===== src/rtl/elapsedAlarmPkg.sv =====
package elapsedAlarmPkg;
  localparam int WORD_W    = 16;
  localparam int NUM_WORDS = 3;
  localparam int CNT_W     = WORD_W * NUM_WORDS;
  localparam int ADDR_W    = 5;
  localparam int IDX_W     = ADDR_W - 1;

  typedef struct packed {
    logic [NUM_WORDS-1:0] cntWr;
    logic [NUM_WORDS-1:0] cmpWr;
    logic                 clrFlag;
    logic                 enWr;
    logic [WORD_W-1:0]    data;
  } strobeT;
endpackage


===== src/rtl/elapsedRegCtrl.sv =====
module elapsedRegCtrl
  import elapsedAlarmPkg::*;
#(
  parameter int CMP_IDX  = 4,
  parameter int STAT_IDX = 8,
  parameter int EN_IDX   = 9
) (
  input  logic              clk,
  input  logic              rstN,
  input  logic              wrEn,
  input  logic [ADDR_W-1:0] addr,
  input  logic [WORD_W-1:0] wrData,
  input  logic [CNT_W-1:0]  cntVal,
  input  logic [CNT_W-1:0]  cmpVal,
  input  logic              flag,
  input  logic              irqEn,
  output strobeT            strobes,
  output logic [WORD_W-1:0] rdData
);
  logic [IDX_W-1:0]     wordIdx;
  logic [NUM_WORDS-1:0] cntHit;
  logic [NUM_WORDS-1:0] cmpHit;
  logic                 statHit;
  logic                 enHit;
  logic                 mapped;

  assign wordIdx = addr[ADDR_W-1:1];
  assign statHit = (wordIdx == IDX_W'(STAT_IDX));
  assign enHit   = (wordIdx == IDX_W'(EN_IDX));

  for (genvar i = 0; i < NUM_WORDS; i++) begin : g_dec
    assign cntHit[i] = (wordIdx == IDX_W'(i));
    assign cmpHit[i] = (wordIdx == IDX_W'(CMP_IDX + i));
  end

  assign mapped = (|cntHit) | (|cmpHit) | statHit | enHit;

  always_comb begin
    strobes.cntWr   = cntHit & {NUM_WORDS{wrEn}};
    strobes.cmpWr   = cmpHit & {NUM_WORDS{wrEn}};
    strobes.clrFlag = wrEn & statHit & wrData[0];
    strobes.enWr    = wrEn & enHit;
    strobes.data    = wrData;
  end

  always_comb begin
    rdData = '0;
    for (int i = 0; i < NUM_WORDS; i++) begin
      if (cntHit[i]) rdData = cntVal[i*WORD_W +: WORD_W];
      if (cmpHit[i]) rdData = cmpVal[i*WORD_W +: WORD_W];
    end
    if (statHit) rdData = {{(WORD_W-1){1'b0}}, flag};
    if (enHit)   rdData = {{(WORD_W-1){1'b0}}, irqEn};
  end

  // a write to an unmapped word leaves the alarm and the enable untouched
  a_r10_unmapped_write: assert property (@(posedge clk) disable iff (!rstN)
    (wrEn && !mapped) |=> ($stable(cmpVal) && $stable(irqEn)));
endmodule


===== src/rtl/elapsedTickPath.sv =====
module elapsedTickPath
  import elapsedAlarmPkg::*;
(
  input  logic             clk,
  input  logic             rstN,
  input  logic             tickEn,
  input  strobeT           strobes,
  output logic [CNT_W-1:0] cntVal,
  output logic [CNT_W-1:0] cmpVal,
  output logic             flag,
  output logic             irqEn
);
  logic             anyCntWr;
  logic [CNT_W-1:0] incVal;
  logic [CNT_W-1:0] cntNext;
  logic             tickHit;

  assign anyCntWr = |strobes.cntWr;
  assign incVal   = cntVal + CNT_W'(1);
  assign tickHit  = tickEn && !anyCntWr && (incVal == cmpVal);

  always_comb begin
    cntNext = cntVal;
    if (anyCntWr) begin
      for (int i = 0; i < NUM_WORDS; i++) begin
        if (strobes.cntWr[i]) cntNext[i*WORD_W +: WORD_W] = strobes.data;
      end
    end else if (tickEn) begin
      cntNext = incVal;
    end
  end

  always_ff @(posedge clk) begin
    if (!rstN) cntVal <= '0;
    else       cntVal <= cntNext;
  end

  for (genvar i = 0; i < NUM_WORDS; i++) begin : g_cmp
    always_ff @(posedge clk) begin
      if (!rstN)                cmpVal[i*WORD_W +: WORD_W] <= '0;
      else if (strobes.cmpWr[i]) cmpVal[i*WORD_W +: WORD_W] <= strobes.data;
    end

    // a written counter word holds the written data on the next cycle
    a_r4_word_write: assert property (@(posedge clk) disable iff (!rstN)
      strobes.cntWr[i] |=> (cntVal[i*WORD_W +: WORD_W] == $past(strobes.data)));
  end

  always_ff @(posedge clk) begin
    if (!rstN) begin
      flag  <= 1'b0;
      irqEn <= 1'b0;
    end else begin
      if (tickHit)              flag <= 1'b1;
      else if (strobes.clrFlag) flag <= 1'b0;
      if (strobes.enWr)         irqEn <= strobes.data[0];
    end
  end

  // without a tick or a write the count holds
  a_r2_hold: assert property (@(posedge clk) disable iff (!rstN)
    (!tickEn && !anyCntWr) |=> $stable(cntVal));
  // a tick without a write advances by exactly one
  a_r2_step: assert property (@(posedge clk) disable iff (!rstN)
    (tickEn && !anyCntWr) |=> (cntVal == $past(cntVal) + CNT_W'(1)));
  // the flag only rises after a tick
  a_r6_set_on_tick: assert property (@(posedge clk) disable iff (!rstN)
    $rose(flag) |-> $past(tickEn));
  // the flag stays set until cleared
  a_r7_sticky: assert property (@(posedge clk) disable iff (!rstN)
    (flag && !strobes.clrFlag) |=> flag);
  // a clear with no simultaneous match drops the flag
  a_r8_clear: assert property (@(posedge clk) disable iff (!rstN)
    (flag && strobes.clrFlag && !tickHit) |=> !flag);
endmodule


===== src/rtl/elapsedAlarm.sv =====
module elapsedAlarm
  import elapsedAlarmPkg::*;
(
  input  logic              clk,
  input  logic              rstN,
  input  logic              tickEn,
  input  logic              busWrEn,
  input  logic [ADDR_W-1:0] busAddr,
  input  logic [WORD_W-1:0] busWrData,
  output logic [WORD_W-1:0] busRdData,
  output logic              irqOut
);
  strobeT           strobes;
  logic [CNT_W-1:0] cntVal;
  logic [CNT_W-1:0] cmpVal;
  logic             flag;
  logic             irqEn;

  elapsedRegCtrl i_ctrl (
    .clk     (clk),
    .rstN    (rstN),
    .wrEn    (busWrEn),
    .addr    (busAddr),
    .wrData  (busWrData),
    .cntVal  (cntVal),
    .cmpVal  (cmpVal),
    .flag    (flag),
    .irqEn   (irqEn),
    .strobes (strobes),
    .rdData  (busRdData)
  );

  elapsedTickPath i_path (
    .clk     (clk),
    .rstN    (rstN),
    .tickEn  (tickEn),
    .strobes (strobes),
    .cntVal  (cntVal),
    .cmpVal  (cmpVal),
    .flag    (flag),
    .irqEn   (irqEn)
  );

  assign irqOut = flag & irqEn;
endmodule


===== config.mk =====
export PLATFORM = sky130hd
export DESIGN_NAME = elapsedAlarm
export DESIGN_NICKNAME = d
export VERILOG_FILES = /design/src/rtl/elapsedAlarmPkg.sv /design/src/rtl/elapsedRegCtrl.sv /design/src/rtl/elapsedTickPath.sv /design/src/rtl/elapsedAlarm.sv
export SDC_FILE = /design/constraint.sdc
export NUM_CORES = 1
export LEC_CHECK = 0
export ABC_AREA = 1
export CELL_PAD_IN_SITES_DETAIL_PLACEMENT = 1
export CELL_PAD_IN_SITES_GLOBAL_PLACEMENT = 2
export CORE_MARGIN = 4
export CORE_UTILIZATION = 32
export DETAILED_ROUTE_END_ITERATION = 12
export PLACE_DENSITY = 0.77
export SYNTH_ARGS = -nofsm -noshare
export SYNTH_HDL_FRONTEND = slang
export SYNTH_HIERARCHICAL = 1
export SYNTH_SLANG_ARGS = --single-unit

===== constraint.sdc =====
create_clock -name clk -period 2.6 [get_ports clk]
set_input_delay 0.26 -clock clk [delete_from_list [all_inputs] [get_ports clk]]
set_output_delay 0.26 -clock clk [all_outputs]
set_load 0.05 [all_outputs]

Word level (Yosys, flattened, before mapping). Cells that the tools add are included.

Register bits after elaboration: 98. Bits in latches: 0. Bits in writable memories: 0. Bits in read-only memories: 0. Input port bits: 25. Output and inout port bits: 17. Logic and storage cells: 51. Memories: 0.

Add/subtract/negate cells: 1. Multiply operators: 0. Div/mod/pow operators: 0. Order comparisons: 0. Equal/unequal tests: 11. Shift operators: 0. Muxes and demuxes: 15. Bitwise operators: 6. Reduce and logical (&&, ||, !) cells: 10.

Operators with widths (count): 16-bit 2-to-1 mux (11); 48-bit 2-to-1 mux (2); 48-bit by 1-bit adder with 48-bit output (second input constant) (1); 48-bit equality test (1); 4-bit by 3-bit equality test with 1-bit output (second input constant) (3); 4-bit equality test (second input constant) (2); 3-bit bitwise AND (2); 2-bit inequality test (second input constant) (3); 2-bit AND reduction (3); 1-bit bitwise AND (4); 4-bit by 1-bit equality test with 1-bit output (second input constant) (1); 4-bit by 2-bit equality test with 1-bit output (second input constant) (1); 4-bit zero test (1); 2-bit nonzero test (2); 3-bit OR reduction (1); 1-bit logical AND (2); 1-bit 2-to-1 mux (2); 1-bit zero test (1).

Depth between registers and ports, before layout.
Depth in word-level cells: 9. Depth in mapped cells: 18. Mapped depth without buffers: 18.

Modules after synthesis. The synthesis kept the hierarchy.

Modules (own cells, without submodules): elapsedTickPath (times used 1, cells each 1077, area each 6427.4 sq um); elapsedRegCtrl (times used 1, cells each 251, area each 1193.6 sq um); elapsedAlarm (times used 1, cells each 2, area each 7.5 sq um).

Least setup slack after synthesis. OpenSTA, ideal clock, no wires.

Path kind: register to register. From: register i_path.cntVal[0]. To: register i_path.flag. Library setup time: 0.064 ns. Data arrival time: 2.021 ns. Required time: 2.536 ns. Setup slack: 0.515 ns. Stages on the path, launching flop included: 18. Period minus slack after synthesis: 2.085 ns. Cell sequence: dfxtp_1 -> ha_1 -> nand2_1 -> nor2_2 -> nand2_1 -> nor2_4 -> nand3b_1 -> nand2_1 -> nand2_1 -> nand2_1 -> nand2_1 -> nor2_1 -> nand2_1 -> nor2_1 -> nand2_1 -> nor2_1 -> nor2_1 -> nor2_1.

Word-level cells in the longest chain between the ends: 4.

Ends and longest elaborated chain: from (decl) (RTL line elapsedTickPath.sv:8) `output logic [CNT_W-1:0] cntVal,`; from (signal assigned) (RTL line elapsedTickPath.sv:35) `else cntVal <= cntNext;`; 48-bit by 1-bit adder with 48-bit output * (RTL line elapsedTickPath.sv:19) `assign incVal = cntVal + CNT_W'(1);`; 48-bit equality test * (RTL line elapsedTickPath.sv:20) `assign tickHit = tickEn && !anyCntWr && (incVal == cmpVal);`; 1-bit logical AND * (RTL line elapsedTickPath.sv:20); 1-bit 2-to-1 mux / 2-bit nonzero test (equally long branches); to (signal assigned) (RTL line elapsedTickPath.sv:51) `flag <= 1'b0;`; to (signal assigned) (RTL line elapsedTickPath.sv:54) `if (tickHit) flag <= 1'b1;`; to (signal assigned) (RTL line elapsedTickPath.sv:55) `else if (strobes.clrFlag) flag <= 1'b0;`; to (decl) (RTL line elapsedTickPath.sv:10) `output logic flag,`.

Every way passes the cells marked *; elsewhere a longest branch is shown, timed or not. A chain may end at the register's enable or synchronous reset.

Final worst setup path. Same ends and word-level chain as after synthesis.

==> reports/metrics.yaml <==
hold_buffers: 0
wl_mm: 36.16
rows: 56
cts.sink_count: 98
die_w_um: 162.4
synth-edff-count: 0
finalCriticalPeriod_ns: 2.478
synthTopCellsByArea: "dfxtp_1 26%, nand2_1 19%, nand3_1 11%, inv_1 7.5%, nor2_1 6.8%"
whs_path_depth: 3
port_buffers: 40
setup_ws_ns: 0.1220
reg2reg_depth: 18
layout.cells.non_filler: 1755
p_leak_nw: 4.057
via_per_inst: 5.225
hold_class: "primary input to flop"
coreArea_um2: 23470
wl_per_cell_um: 20.60
r2r_end: "i_path/flag$_SDFFE_PN0P_"
clockBufferDepth: 2
finalSetupViolCount: 0
worstPathMaxFanout: 4
yosysMostFrequentCell: "nand2_1"
path_class: "flop to flop"
syn_avg_cell_area_um2: 5.736
postRouteAntennaNets: 0
fin_crit_sh: 0.9531
timing.critical_path.arrival_ns: 2.77
synth_top_area_share: 0.2572
route.detailed.drc: 0
relSlewSlack: 0.6571
vdd_ir_drop_max_mv: 0.2623
grt_pass1_vias: 9153
holdCritStartpoint: "rstN"
die_area_um2: 26370
status: "completed"
vias: 9170
grt_max_degree: 47
clk_pin_slew_ns: 0.07
worstHoldEndpoint: "i_path/cmpVal[14]$_SDFFE_PN0P_"
initial_utilization: 0.3250
dr.pass1.iters: 5
synth_common_cells: "389 x nand2_1, 169 x nand3_1, 152 x inv_1"
cts.htree.levels: 3
cts_tree: "yes"
clk_latency_ns: 0.36
dp_worst_setup_slack_ns: -0.08806
maxCapViolations: 0
critPathLaunchType: "flop"
hold_viol_final: 0
antenna_found_initial: 1
num-nets-final: 1459
place.gp.congestion: 0.9429
ys_async_sr_fraction: 0
crit-reg2reg-launch: "i_path/cntVal[0]$_SDFFE_PN0P_"
cts-root-buf: "clkbuf_16"
synthFlopType: "dfxtp_1"
syn_inst: 1330
cts_buffers: 9
area_growth_pct: 25.93
diodes: 0
die_y_um: 162.4
rrSetupSlack_ns: 0.12
ys_ff_latch: 98
synth_cell_types: 40
fmax_ghz: 0.4036
synth_area_um2: 7629
grt_pass1_wl_mm: 55.01
skew_ns: 0.01078
grt_usage: 0.2764
worstPathRequired_ns: 2.89
worst_slew_pin_slew_ns: 0.5105
powerDensity_nw_per_um2: 451.8
overflow: 0
yosys.area.top_type: "dfxtp_1"
dpl.cell_count: 1735
pin_count: 42
worstSetupEndpointType: "flop"
drive_above_1_share: 0.1574
ys_warn_count: 6
syn-num-nets: 1357
seq_area_frac_synth: 0.2572
drt_iter0_drc: 686
fin_tns_setup_ns: 0
finalMaxSlewViolations: 0
dp_hpwl_mm: 27.96
-- logic make-up (layout without fill, tap and decap cells) --
| logic type | after synthesis | count (layout) | share of synthesized area |
|---|---|---|---|
| buffers and inverters | 222 | 328 | 0.1217 |
| adder cells (fa/ha/maj) | 2 | 2 | 0.003280 |
| flip-flops | 98 | 98 | 0.2572 |
| AO/OA/AOI/OAI | 212 | 212 | 0.1479 |
| XOR/XNOR | 6 | 6 | 0.008694 |
| AND/OR/NAND/NOR | 790 | 790 | 0.4612 |
-- state kept, by name, indices dropped and copies added, names as in the netlist --
register       cells
i_path/cmpVal     48
i_path/cntVal     48
i_path/flag        1
i_path/irqEn       1
-- routing by layer --
metal / routed length [µm] / global-route usage
met5: 0 / 0
met4: 1239 / 0.09996
met3: 1453 / 0.02987
met2: 16860 / 0.4551
met1: 16610 / 0.3756
-- layout by cell type, fill, tap and decap left out, drive strengths merged --
cell type,instances
bufinv,3
nand3b,4
xor2,2
or2,16
a211oi,1
ha,2
o21bai,1
o21ai,100
dfxtp,98
and2,1
o22ai,1
nand2,403
nand4,24
clkinv,2
xnor3,1
nor4,1
nor2,165
nand3,171
clkbuf,11
a21oi,63
xnor2,3
nor3,4
buf,129
and3,1
a31oi,46
inv,160
clkdlybuf4s50,23
-- metrics by stage --
stage | utilization | hold WS [ns] | power [mW] | area (µm²)
floorplan | - | 0.4497 | 2.240 | 7629
global placement | 0.3900 | 0.4772 | 2.694 | 9155
detailed placement | 0.3900 | 0.4827 | 2.711 | 9155
CTS | 0.4046 | 0.1755 | 4.368 | 9497
global route | 0.4093 | 0.2256 | 4.559 | 9607
finish | 0.4093 | 0.1872 | 4.340 | 9607
-- worst max-delay path by stage --
stage	start	end	depth (start not counted)
2_1_floorplan	i_path/cntVal[0]$_SDFFE_PN0P_	i_path/flag$_SDFFE_PN0P_	17
4_1_cts	i_path/cntVal[10]$_SDFFE_PN0P_	i_path/flag$_SDFFE_PN0P_	15
5_1_grt	i_path/cntVal[0]$_SDFFE_PN0P_	i_path/flag$_SDFFE_PN0P_	18
3_5_place_dp	busAddr[2]	i_path/flag$_SDFFE_PN0P_	18
6_report	i_path/cntVal[0]$_SDFFE_PN0P_	i_path/flag$_SDFFE_PN0P_	18
3_3_place_gp	busAddr[2]	i_path/flag$_SDFFE_PN0P_	18
-- where the power goes --
part           switching (mW)  internal [mW]  total, mW
clock network           0.668          0.969       1.64
registers               0.123           1.58       1.71
logic                   0.624          0.373      0.996
-- worst max-delay path, cell delays in order, from the launching register on --
cell and delay [ns]:
dfxtp_1 0.35, ha_2 0.22, nand2_1 0.09, nor2_2 0.14, nand2_2 0.13, nor2_4 0.18, buf_4 0.16, nand3b_1 0.09
nand2_1 0.10, nand2_1 0.05, nand2_1 0.13, nand2_1 0.08, nor2_1 0.13, nand2_1 0.07, nor2_1 0.10, nand2_1 0.12
nor2_1 0.14, nor2_1 0.05, nor2_1 0.08
-- what timing repair did --
item | 4_1_cts | 5_1_grt
gates resized for setup | 0 | 29
endpoints found under the setup margin | 0 | 2
buffers inserted | 0 | 5
-- area by class of cell --
type                       instances  area, µm²
fill                            3199      13870
multi-input combinational       1010       4788
sequential                        98       1977
timing repair buffer             152       1496
inverter                         161      604.3
tap                              319      399.1
clock buffer                      11      242.7
clock inverter                     4      98.84
No activity file was read; power rests on OpenSTA's default activity.
